**src/rtl/wram_rfsh_pkg.sv**
```systemverilog
package wram_rfsh_pkg;

   // Wait states owed by an access that starts 'ofs' clocks after the refresh start,
   // for a refresh window of 'win' clocks (offset 0 is the start edge itself).
   function automatic int unsigned waits_for_offset(input int unsigned ofs,
                                                    input int unsigned win);
      if (ofs + 1 >= win) return 0;
      return win - 1 - ofs;
   endfunction

endpackage

```
**src/rtl/rfsh_interval_ctr.sv**
```systemverilog
module rfsh_interval_ctr #(
   parameter int unsigned SOFT_TH = 116,
   parameter int unsigned HARD_TH = 133,
   parameter int unsigned CNT_W   = 8
) (
   input  logic             clk,
   input  logic             rst_n,
   input  logic             clr,
   output logic [CNT_W-1:0] cnt_q,
   output logic             soft_due,
   output logic             hard_due
);
   localparam logic [CNT_W-1:0] SOFT_V = CNT_W'(SOFT_TH);
   localparam logic [CNT_W-1:0] HARD_V = CNT_W'(HARD_TH - 1);

   always_ff @(posedge clk or negedge rst_n) begin
      if (!rst_n)           cnt_q <= '0;
      else if (clr)         cnt_q <= '0;
      else if (!hard_due)   cnt_q <= cnt_q + 1'b1;
   end

   assign soft_due = (cnt_q >= SOFT_V);
   assign hard_due = (cnt_q == HARD_V);
endmodule

```
**src/rtl/rfsh_window.sv**
```systemverilog
module rfsh_window #(
   parameter int unsigned WIN  = 4,
   parameter int unsigned PH_W = 2
) (
   input  logic            clk,
   input  logic            rst_n,
   input  logic            start,
   output logic            busy,
   output logic [PH_W-1:0] ph,
   output logic            rfsh_n
);
   localparam logic [PH_W-1:0] LAST = PH_W'(WIN - 1);

   always_ff @(posedge clk or negedge rst_n) begin
      if (!rst_n) begin
         busy   <= 1'b0;
         ph     <= '0;
         rfsh_n <= 1'b1;
      end else if (start) begin
         busy   <= 1'b1;
         ph     <= '0;
         rfsh_n <= 1'b0;
      end else if (busy) begin
         if (ph == LAST) begin
            busy   <= 1'b0;
            ph     <= '0;
            rfsh_n <= 1'b1;
         end else begin
            ph <= ph + 1'b1;
         end
      end
   end
endmodule

```
**src/rtl/rfsh_wait_gate.sv**
```systemverilog
module rfsh_wait_gate #(
   parameter int unsigned WT_W = 2
) (
   input  logic            clk,
   input  logic            rst_n,
   input  logic            as_n,
   input  logic            acc_start,
   input  logic [WT_W-1:0] waits,
   output logic            dtack_ok
);
   logic [WT_W-1:0] wcnt;

   always_ff @(posedge clk or negedge rst_n) begin
      if (!rst_n) begin
         wcnt     <= '0;
         dtack_ok <= 1'b0;
      end else if (as_n) begin
         wcnt     <= '0;
         dtack_ok <= 1'b0;
      end else if (acc_start) begin
         wcnt     <= waits;
         dtack_ok <= (waits == '0);
      end else if (wcnt != '0) begin
         wcnt <= wcnt - 1'b1;
         if (wcnt == WT_W'(1)) dtack_ok <= 1'b1;
      end
   end
endmodule

```
**src/rtl/wram_refresh_arbiter.sv**
```systemverilog
module wram_refresh_arbiter #(
   parameter int unsigned SOFT_TH = 116,
   parameter int unsigned HARD_TH = 133,
   parameter int unsigned WIN     = 4
) (
   input  logic clk,
   input  logic rst_n,
   input  logic as_n,
   input  logic ram_sel,
   output logic rfsh_n,
   output logic dtack_ok
);
   import wram_rfsh_pkg::*;

   localparam int unsigned CNT_W = $clog2(HARD_TH);
   localparam int unsigned PH_W  = (WIN > 2) ? $clog2(WIN) : 1;
   localparam int unsigned WT_W  = (WIN > 2) ? $clog2(WIN) : 1;

   generate
      if (HARD_TH <= SOFT_TH) begin : g_bad_th
         $error("HARD_TH must exceed SOFT_TH");
      end
      if (SOFT_TH <= WIN) begin : g_bad_win
         $error("SOFT_TH must exceed the refresh window");
      end
      if (WIN < 2) begin : g_bad_len
         $error("refresh window must be at least 2 clocks");
      end
   endgenerate

   logic             as_prev;
   logic             acc_start;
   logic             rf_start;
   logic             soft_due, hard_due, busy;
   logic [CNT_W-1:0] cnt_q;
   logic [PH_W-1:0]  ph;
   logic [WT_W-1:0]  waits;

   always_ff @(posedge clk or negedge rst_n) begin
      if (!rst_n) as_prev <= 1'b1;
      else        as_prev <= as_n;
   end

   assign acc_start = ram_sel && !as_n && as_prev;
   assign rf_start  = !busy && (hard_due || (soft_due && acc_start));

   always_comb begin
      waits = '0;
      if (acc_start) begin
         if (rf_start)  waits = WT_W'(waits_for_offset(0, WIN));
         else if (busy) waits = WT_W'(waits_for_offset(int'(ph) + 1, WIN));
      end
   end

   rfsh_interval_ctr #(.SOFT_TH(SOFT_TH), .HARD_TH(HARD_TH), .CNT_W(CNT_W)) u_ctr (
      .clk(clk), .rst_n(rst_n), .clr(rf_start),
      .cnt_q(cnt_q), .soft_due(soft_due), .hard_due(hard_due));

   rfsh_window #(.WIN(WIN), .PH_W(PH_W)) u_win (
      .clk(clk), .rst_n(rst_n), .start(rf_start),
      .busy(busy), .ph(ph), .rfsh_n(rfsh_n));

   rfsh_wait_gate #(.WT_W(WT_W)) u_gate (
      .clk(clk), .rst_n(rst_n), .as_n(as_n), .acc_start(acc_start),
      .waits(waits), .dtack_ok(dtack_ok));
endmodule

```
**config.mk**
```make
export PLATFORM = sky130hd
export DESIGN_NAME = wram_refresh_arbiter
export DESIGN_NICKNAME = d
export VERILOG_FILES = /design/src/rtl/wram_rfsh_pkg.sv /design/src/rtl/rfsh_interval_ctr.sv /design/src/rtl/rfsh_window.sv /design/src/rtl/rfsh_wait_gate.sv /design/src/rtl/wram_refresh_arbiter.sv
export SDC_FILE = /design/constraint.sdc
export NUM_CORES = 1
export LEC_CHECK = 0
export BUFFER_PORTS_ARGS = -buffer_cell sky130_fd_sc_hd__buf_2
export CAP_MARGIN = 40
export CORE_MARGIN = 2
export CORE_UTILIZATION = 34
export DETAILED_ROUTE_END_ITERATION = 16
export MAX_ROUTING_LAYER = met4
export SKIP_LAST_GASP = 1
export SYNTH_ARGS = -nofsm -noshare
export SYNTH_HDL_FRONTEND = slang
export SYNTH_SLANG_ARGS = --single-unit
```
**constraint.sdc**
```tcl
create_clock -name clk -period 1.7 [get_ports clk]
set_input_delay 0.17 -clock clk [delete_from_list [all_inputs] [get_ports clk]]
set_output_delay 0.17 -clock clk [all_outputs]
set_load 0.05 [all_outputs]
```
==> results.toml, run 1 <==
[power]
intPower_mw = 0.6441
power.share.sequential_pct = 46.0
peakVddDrop_mv = 0.6598
pwr-share-clk_pct = 27.6
swShare_pct = 30.13
comb_power_share_pct = 26.3
powerDensity_nw_per_um2 = 848.9
p_switching_mw = 0.2778
leakage_nw = 0.4999

[clock_network]
cts-root-buf = "clkbuf_4"
clock_latency_ns = 0.29
cts_buffers = 3
cts.sinks = 16
h-tree-depth = 1
clk_pin_slew_ns = 0.10
clock_path_buffers = 2
cts_tree = "yes"

[synthesis]
synth_cells = 89
synth.cell_area_um2 = 878.3
synth_edf_count = 0
synth_nets = 100
synth-main-ff-cell = "dfrtp_1"
yosys.cell_types.count = 28
yosysWarnings = 0
syn_avg_cell_area_um2 = 9.869
ys_async_sr_fraction_pct = 100.0
ys_seq_area_share_pct = 45.87
synth-seq-cells = 16

[detailed_routing]
wl_um = 1786
drcViolationCount = 0
dr.pass1.iters = 4
ant_nets = 0
vias = 698
via_per_inst = 5.058
wire_per_inst_um = 12.94
first_iter_violations = 18

[setup_path]
path_buf_inv = 0
ff2ff_path_depth = 4
path_delay_family = "simple AND/OR/NAND/NOR gates"
start_kind = "flip-flop"
end_kind = "flip-flop"
r2r-start = "as_prev$_DFF_PN1_"
worstReg2RegEnd = "u_gate.dtack_ok$_DFFE_PN0P_"
cp.arrival_ns = 1.89
path_class = "flip-flop to flip-flop"
required_ns = 1.88
crit_path_top_delay_cell = "dfstp_2"
cp_cell_sequence = "nand2_2, or4_4, and3_4, o31a_1"
reg2reg_setup_slack_ns = -0.006
critPathMaxFanout = 4
cpPeakStageDelay_ns = 0.55

[grt]
grt_pass1_vias = 649
gr-total-overflow = 0
grt_max_degree = 17
antenna_found_initial = 0
grt_usage_pct = 14.72
grt_pass1_wl_um = 2973

[final_layout]
final_cell_mix = "dfrtp_1, buf_4, nor2_1, inv_1, ha_1"
diodes = 0
syn2layout_area_growth_pct = 23.65
nets = 120
final_area_um2 = 1086
final_common_cell = "dfrtp_1"
drive_gt1_share_pct = 25.93

[min_path]
whs_endpoint = "as_prev$_DFF_PN1_"
hold_depth = 1
min_path_type = "input port to flip-flop"
hp-start = "as_n"

[floorplan]
dieArea_um2 = 3006
row_count = 18
die_h_um = 54.83
coreArea_um2 = 2455
ios = 6
start_util_pct = 35.78
die_width_um = 54.83

[run]
drv_cap = 0

[sta]
maxSlewHeadroom_pct = 75.13
setup_slack_ns = -0.006155
fmax_mhz = 586.1
rsz0062_at_grt = "true"
clock_skew_ns = 0.006937
setup_viol = 1
finalCriticalPeriod_ns = 1.706
tightest_slew_ns = 0.3730
hold_viol_final = 0
fin_crit_sh_pct = 100.4
whs_ns = 0.03750
maxSlewViolCount = 0

[run_status]
violations = "setup timing"
outcome = "finished with violations"

[placed_design]
dpl-instance-area_um2 = 1001
gp_congestion = 0.7608
dpl.hpwl_um = 1273
portBuffers = 5
-- state kept, by name, summed over array words and instances, names as in the netlist --
signal and count:
as_prev 1, u_ctr.cnt_q 8, u_gate.dtack_ok 1, u_gate.wcnt 2, u_win.busy 1, u_win.ph 2
u_win.rfsh_n 1
-- what timing repair did --
action	in CTS	in global routing
hold endpoints to repair	14	0
resized for setup	2	3
endpoints found under the setup margin	3	4
buffers inserted	1	0
hold buffers	1	0
pin swaps	0	2
-- logic make-up (layout without fill, tap and decap cells) --
group,count (synthesis),after routing,share of synthesized area (%)
xor+xnor,6,6,5.983
fa+ha+maj,7,7,9.971
buf+inv,9,28,4.701
simple gates,33,33,19.80
compound gates,18,18,13.68
flops,16,16,45.87
-- stage by stage --
step / setup TNS, ns / setup WS [ns] / utilization, % / total power [mW] / std cells
floorplan: 0 / 0.02012 / - / 0.5663 / 89
global placement: 0 / 0.02132 / 40.77 / 0.6089 / 132
detailed placement: -0.02761 / -0.02180 / 40.77 / 0.6176 / 132
CTS: -0.002335 / -0.002335 / 43.58 / 0.9020 / 138
global route: -0.1684 / -0.06436 / 44.24 / 0.9737 / 138
finish: -0.006155 / -0.006155 / 44.24 / 0.9220 / 138
-- power groups by stage --
stage               Combinational (mW)  Sequential [mW]  Clock [mW]
floorplan                        0.129            0.438           0
global placement                 0.179            0.430           0
detailed placement               0.186            0.432           0
CTS                              0.215            0.424       0.262
global route                     0.260            0.428       0.286
finish                           0.243            0.424       0.255
-- worst max path at each step --
stage	end	start	cells past startpoint	slack, ns
floorplan	u_gate.dtack_ok$_DFFE_PN0P_	u_ctr.cnt_q[6]$_DFFE_PN0P_	5	0.02
global placement	u_gate.wcnt[1]$_DFFE_PN0P_	as_prev$_DFF_PN1_	4	0.02
detailed placement	u_gate.wcnt[1]$_DFFE_PN0P_	as_prev$_DFF_PN1_	4	-0.02
CTS	u_gate.dtack_ok$_DFFE_PN0P_	as_prev$_DFF_PN1_	4	-0.002
global route	u_ctr.cnt_q[1]$_DFFE_PN0P_	as_prev$_DFF_PN1_	5	-0.06
finish	u_gate.dtack_ok$_DFFE_PN0P_	as_prev$_DFF_PN1_	4	-0.006
-- metal layers --
layer	track usage (%)	vias up	share of wire (%)
li1	-	354	-
met1	18.71	332	50
met2	22.22	10	45
met3	6.011	2	4.5
met4	2.500	0	0.56
met5	-	-	0
-- synthesized netlist by cell type, types with 2 or more instances --
library cell | number | share of area [%]
or3_1 | 2 | 1.4
nor2_1 | 9 | 3.8
nor3_1 | 5 | 2.8
dfstp_2 | 2 | 6.0
nand3_1 | 4 | 2.3
o21ai_0 | 3 | 1.7
o2bb2ai_1 | 2 | 2.0
and3_1 | 3 | 2.1
xnor2_1 | 2 | 2.0
a21oi_1 | 6 | 3.4
xor2_1 | 4 | 4.0
ha_1 | 7 | 10
and2_1 | 2 | 1.4
nand2_1 | 3 | 1.3
inv_1 | 8 | 3.4
dfrtp_1 | 14 | 40
o32ai_1 | 2 | 2.0
-- layout make-up --
cell class | count | area, um2
clock buffer | 4 | 36.28
fill | 245 | 1369
inverter | 8 | 30.03
multi-input combinational | 64 | 469.2
sequential | 16 | 402.9
tap | 30 | 37.54
timing repair buffer | 16 | 110.1
No activity file was read; power rests on OpenSTA's default activity.
==> run 2: changes to the inputs <==
--- a/config.mk
+++ b/config.mk
@@ -14,4 +14,5 @@
 export SKIP_LAST_GASP = 1
 export SYNTH_ARGS = -nofsm -noshare
 export SYNTH_HDL_FRONTEND = slang
+export SYNTH_HIERARCHICAL = 1
 export SYNTH_SLANG_ARGS = --single-unit
==> run 2 against run 1 <==
Net effect:
- the flow still finishes with violations (setup timing)
- critical path depth grew 3
- setup slack lost 0.043 ns
- cell count grew 2.2%
- power shrank 14%
- sequential cell count is the same
- critical endpoint is now u_gate/wcnt[1]$_DFFE_PN0P_
- largest cell class unchanged
==> results.toml, run 2 <==
[run_status]
outcome = "finished with violations"
violations = "setup timing"

[setup_path]
path_class = "flip-flop to flip-flop"
end_kind = "flip-flop"
critPathMaxFanout = 2
start_kind = "flip-flop"
cp.arrival_ns = 1.97
required_ns = 1.92

[synthesis]
ys_async_sr_fraction_pct = 100.0
synth.cell_area_um2 = 893.4
synth_edf_count = 0
synth-main-ff-cell = "dfrtp_1"
synthSimpleGateAreaFrac_pct = 22.97
ys_seq_area_share_pct = 45.10
synth_fa_ha_area_share_pct = 7.003
synth_common_cells = "dfrtp_1, nor2_1, inv_1"
synth.area.top_cells = "dfrtp_1, ha_1, dfstp_2"
yosys.area.top_type_share_pct = 39.22
yosysWarnings = 6
synth-compound-area-share_pct = 13.87
synth_top_family_by_area = "simple AND/OR/NAND/NOR gates"
synth_cells = 90
synth_most_common_cell = "dfrtp_1"
syn_avg_cell_area_um2 = 9.926
synth_xor_area_share_pct = 2.941
synth_nets = 99
synth-seq-cells = 16
yosys.cell_types.count = 31
muxShareOfSynthArea_pct = 3.922
synth.largest_area_cell = "dfrtp_1"

[grt]
grt_usage_pct = 12.64
grt_pass1_vias = 691
grt_max_degree = 17
grt_pass1_wl_um = 3008
gr-total-overflow = 0
antenna_found_initial = 0

[floorplan]
row_count = 18
die_width_um = 55.26
dieArea_um2 = 3054
start_util_pct = 36.06
coreArea_um2 = 2477
die_h_um = 55.26
ios = 6

[final_layout]
nets = 121
diodes = 0
drive_gt1_share_pct = 34.23
regMostFlops = "u_ctr/cnt_q"
largest_reg_flops = 8
final_common_cell = "dfrtp_1"
final_cell_mix = "dfrtp_1, buf_4, nor2_1, inv_1"
largest_registers = "u_ctr/cnt_q: 8 flops, u_gate/wcnt: 2 flops, u_win/ph: 2 flops"
post-route-util_pct = 45.51
syn2layout_area_growth_pct = 26.19

[power]
pwr-share-clk_pct = 26.2
leakage_nw = 0.5162
swShare_pct = 28.35
p_switching_mw = 0.2246
intPower_mw = 0.5676
power.share.sequential_pct = 53.7
p_total_mw = 0.7922
comb_power_share_pct = 20.1
powerDensity_nw_per_um2 = 702.8
peakVddDrop_mv = 0.5197

[run]
drv_cap = 0

[placed_design]
dpl.hpwl_um = 1266
portBuffers = 5
gp_congestion = 0.7373
post-place-ws_ns = -0.1030

[sta]
rsz0062_at_grt = "true"
fin_crit_sh_pct = 102.9
finalCriticalPeriod_ns = 1.749
clock_skew_ns = 0.01281
whs_ns = 0.3129
setup_tns_ns = -0.1013
setup_viol = 3
maxSlewViolCount = 0
fmax_mhz = 571.6
hold_viol_final = 0
tightest_slew_ns = 0.3613
setup_slack_ns = -0.04934
maxSlewHeadroom_pct = 75.91

[clock_network]
clock_path_buffers = 2
cts.sinks = 16
h-tree-depth = 1
clock_latency_ns = 0.28
cts_tree = "yes"
cts_buffers = 3
cts-root-buf = "clkbuf_4"
clk_pin_slew_ns = 0.10

[detailed_routing]
dr.pass1.iters = 4
vias = 694
ant_nets = 0
wl_um = 1709
wire_per_inst_um = 12.12
via_per_inst = 4.922
first_iter_violations = 9
drcViolationCount = 0

[min_path]
min_path_type = "input port to asynchronous set/reset pin"
run 2: per-layer routing:
layer,vias up,routed length (um),share of wire [%],track usage [%]
li1,356,-,-,-
met1,328,825,48,16.57
met2,8,819,48,18.88
met3,2,51,3.0,2.342
met4,0,13,0.76,5.923
met5,-,0,0,-
run 2: per-stage QoR:
| step | instance area [um2] | cells |
|---|---|---|
| final | 1127 | 141 |
| after global routing | 1127 | 141 |
| after CTS | 1104 | 140 |
| after detailed placement | 1036 | 134 |
| after global placement | 1036 | 134 |
| after floorplan | 912.1 | 90 |
run 2: what timing repair did:
action / CTS / global route
pin swaps: 1 / 3
setup endpoints to repair: 13 / 14
resized for setup: 8 / 5
hold buffers: 1 / 1
buffers inserted: 1 / 0
hold endpoints to repair: 14 / 1
gates cloned: 0 / 0
run 2: kinds of logic (layout without fill, tap and decap cells):
family	count (synthesis)	in the layout
flops	16	16
xor+xnor	3	3
buf+inv	10	31
mux	3	3
fa+ha+maj	5	5
compound gates	19	19
simple gates	34	34
run 2: final timing paths:
path | slack [ns] | endpoint | cells after the start | start
setup / recovery | -0.05 | u_gate/wcnt[1]$_DFFE_PN0P_ | 7 | u_ctr/cnt_q[3]$_DFFE_PN0P_
hold / removal | 0.31 | u_ctr/cnt_q[1]$_DFFE_PN0P_ | 2 | rst_n
setup reg to reg | -0.05 | u_gate/wcnt[1]$_DFFE_PN0P_ | 7 | u_ctr/cnt_q[3]$_DFFE_PN0P_
hold reg to reg | 0.53 | u_win/rfsh_n$_DFFE_PN1P_ | 2 | u_win/rfsh_n$_DFFE_PN1P_
max in group asynchronous | 1.06 | as_prev$_DFF_PN1_ | 2 | rst_n
min in group clk | 0.45 | u_gate/wcnt[0]$_DFFE_PN0P_ | 5 | ram_sel
run 2: layout make-up:
type | count | area (um2)
clock buffers | 4 | 26.28
fillers | 249 | 1350
inverters | 9 | 33.78
multi-input cells | 64 | 495.5
flip-flops and latches | 16 | 402.9
well taps | 30 | 37.54
repair buffers | 18 | 131.4
run 2: worst max-delay path: stages (launching register included):
cell and delay [ns]:
dfrtp_1 0.40, or3b_4 0.41, nor4_4 0.18, buf_4 0.17, o21bai_2 0.08, a21oi_2 0.17
or2b_1 0.12, o311a_1 0.15
run 2: power groups by stage:
| stage | combinational [mW] | clock, mW | sequential [mW] |
|---|---|---|---|
| 2_1_floorplan | 0.103 | 0 | 0.444 |
| 3_3_place_gp | 0.152 | 0 | 0.431 |
| 3_5_place_dp | 0.157 | 0 | 0.433 |
| 4_1_cts | 0.159 | 0.217 | 0.426 |
| 5_1_grt | 0.181 | 0.242 | 0.429 |
| 6_report | 0.159 | 0.208 | 0.425 |
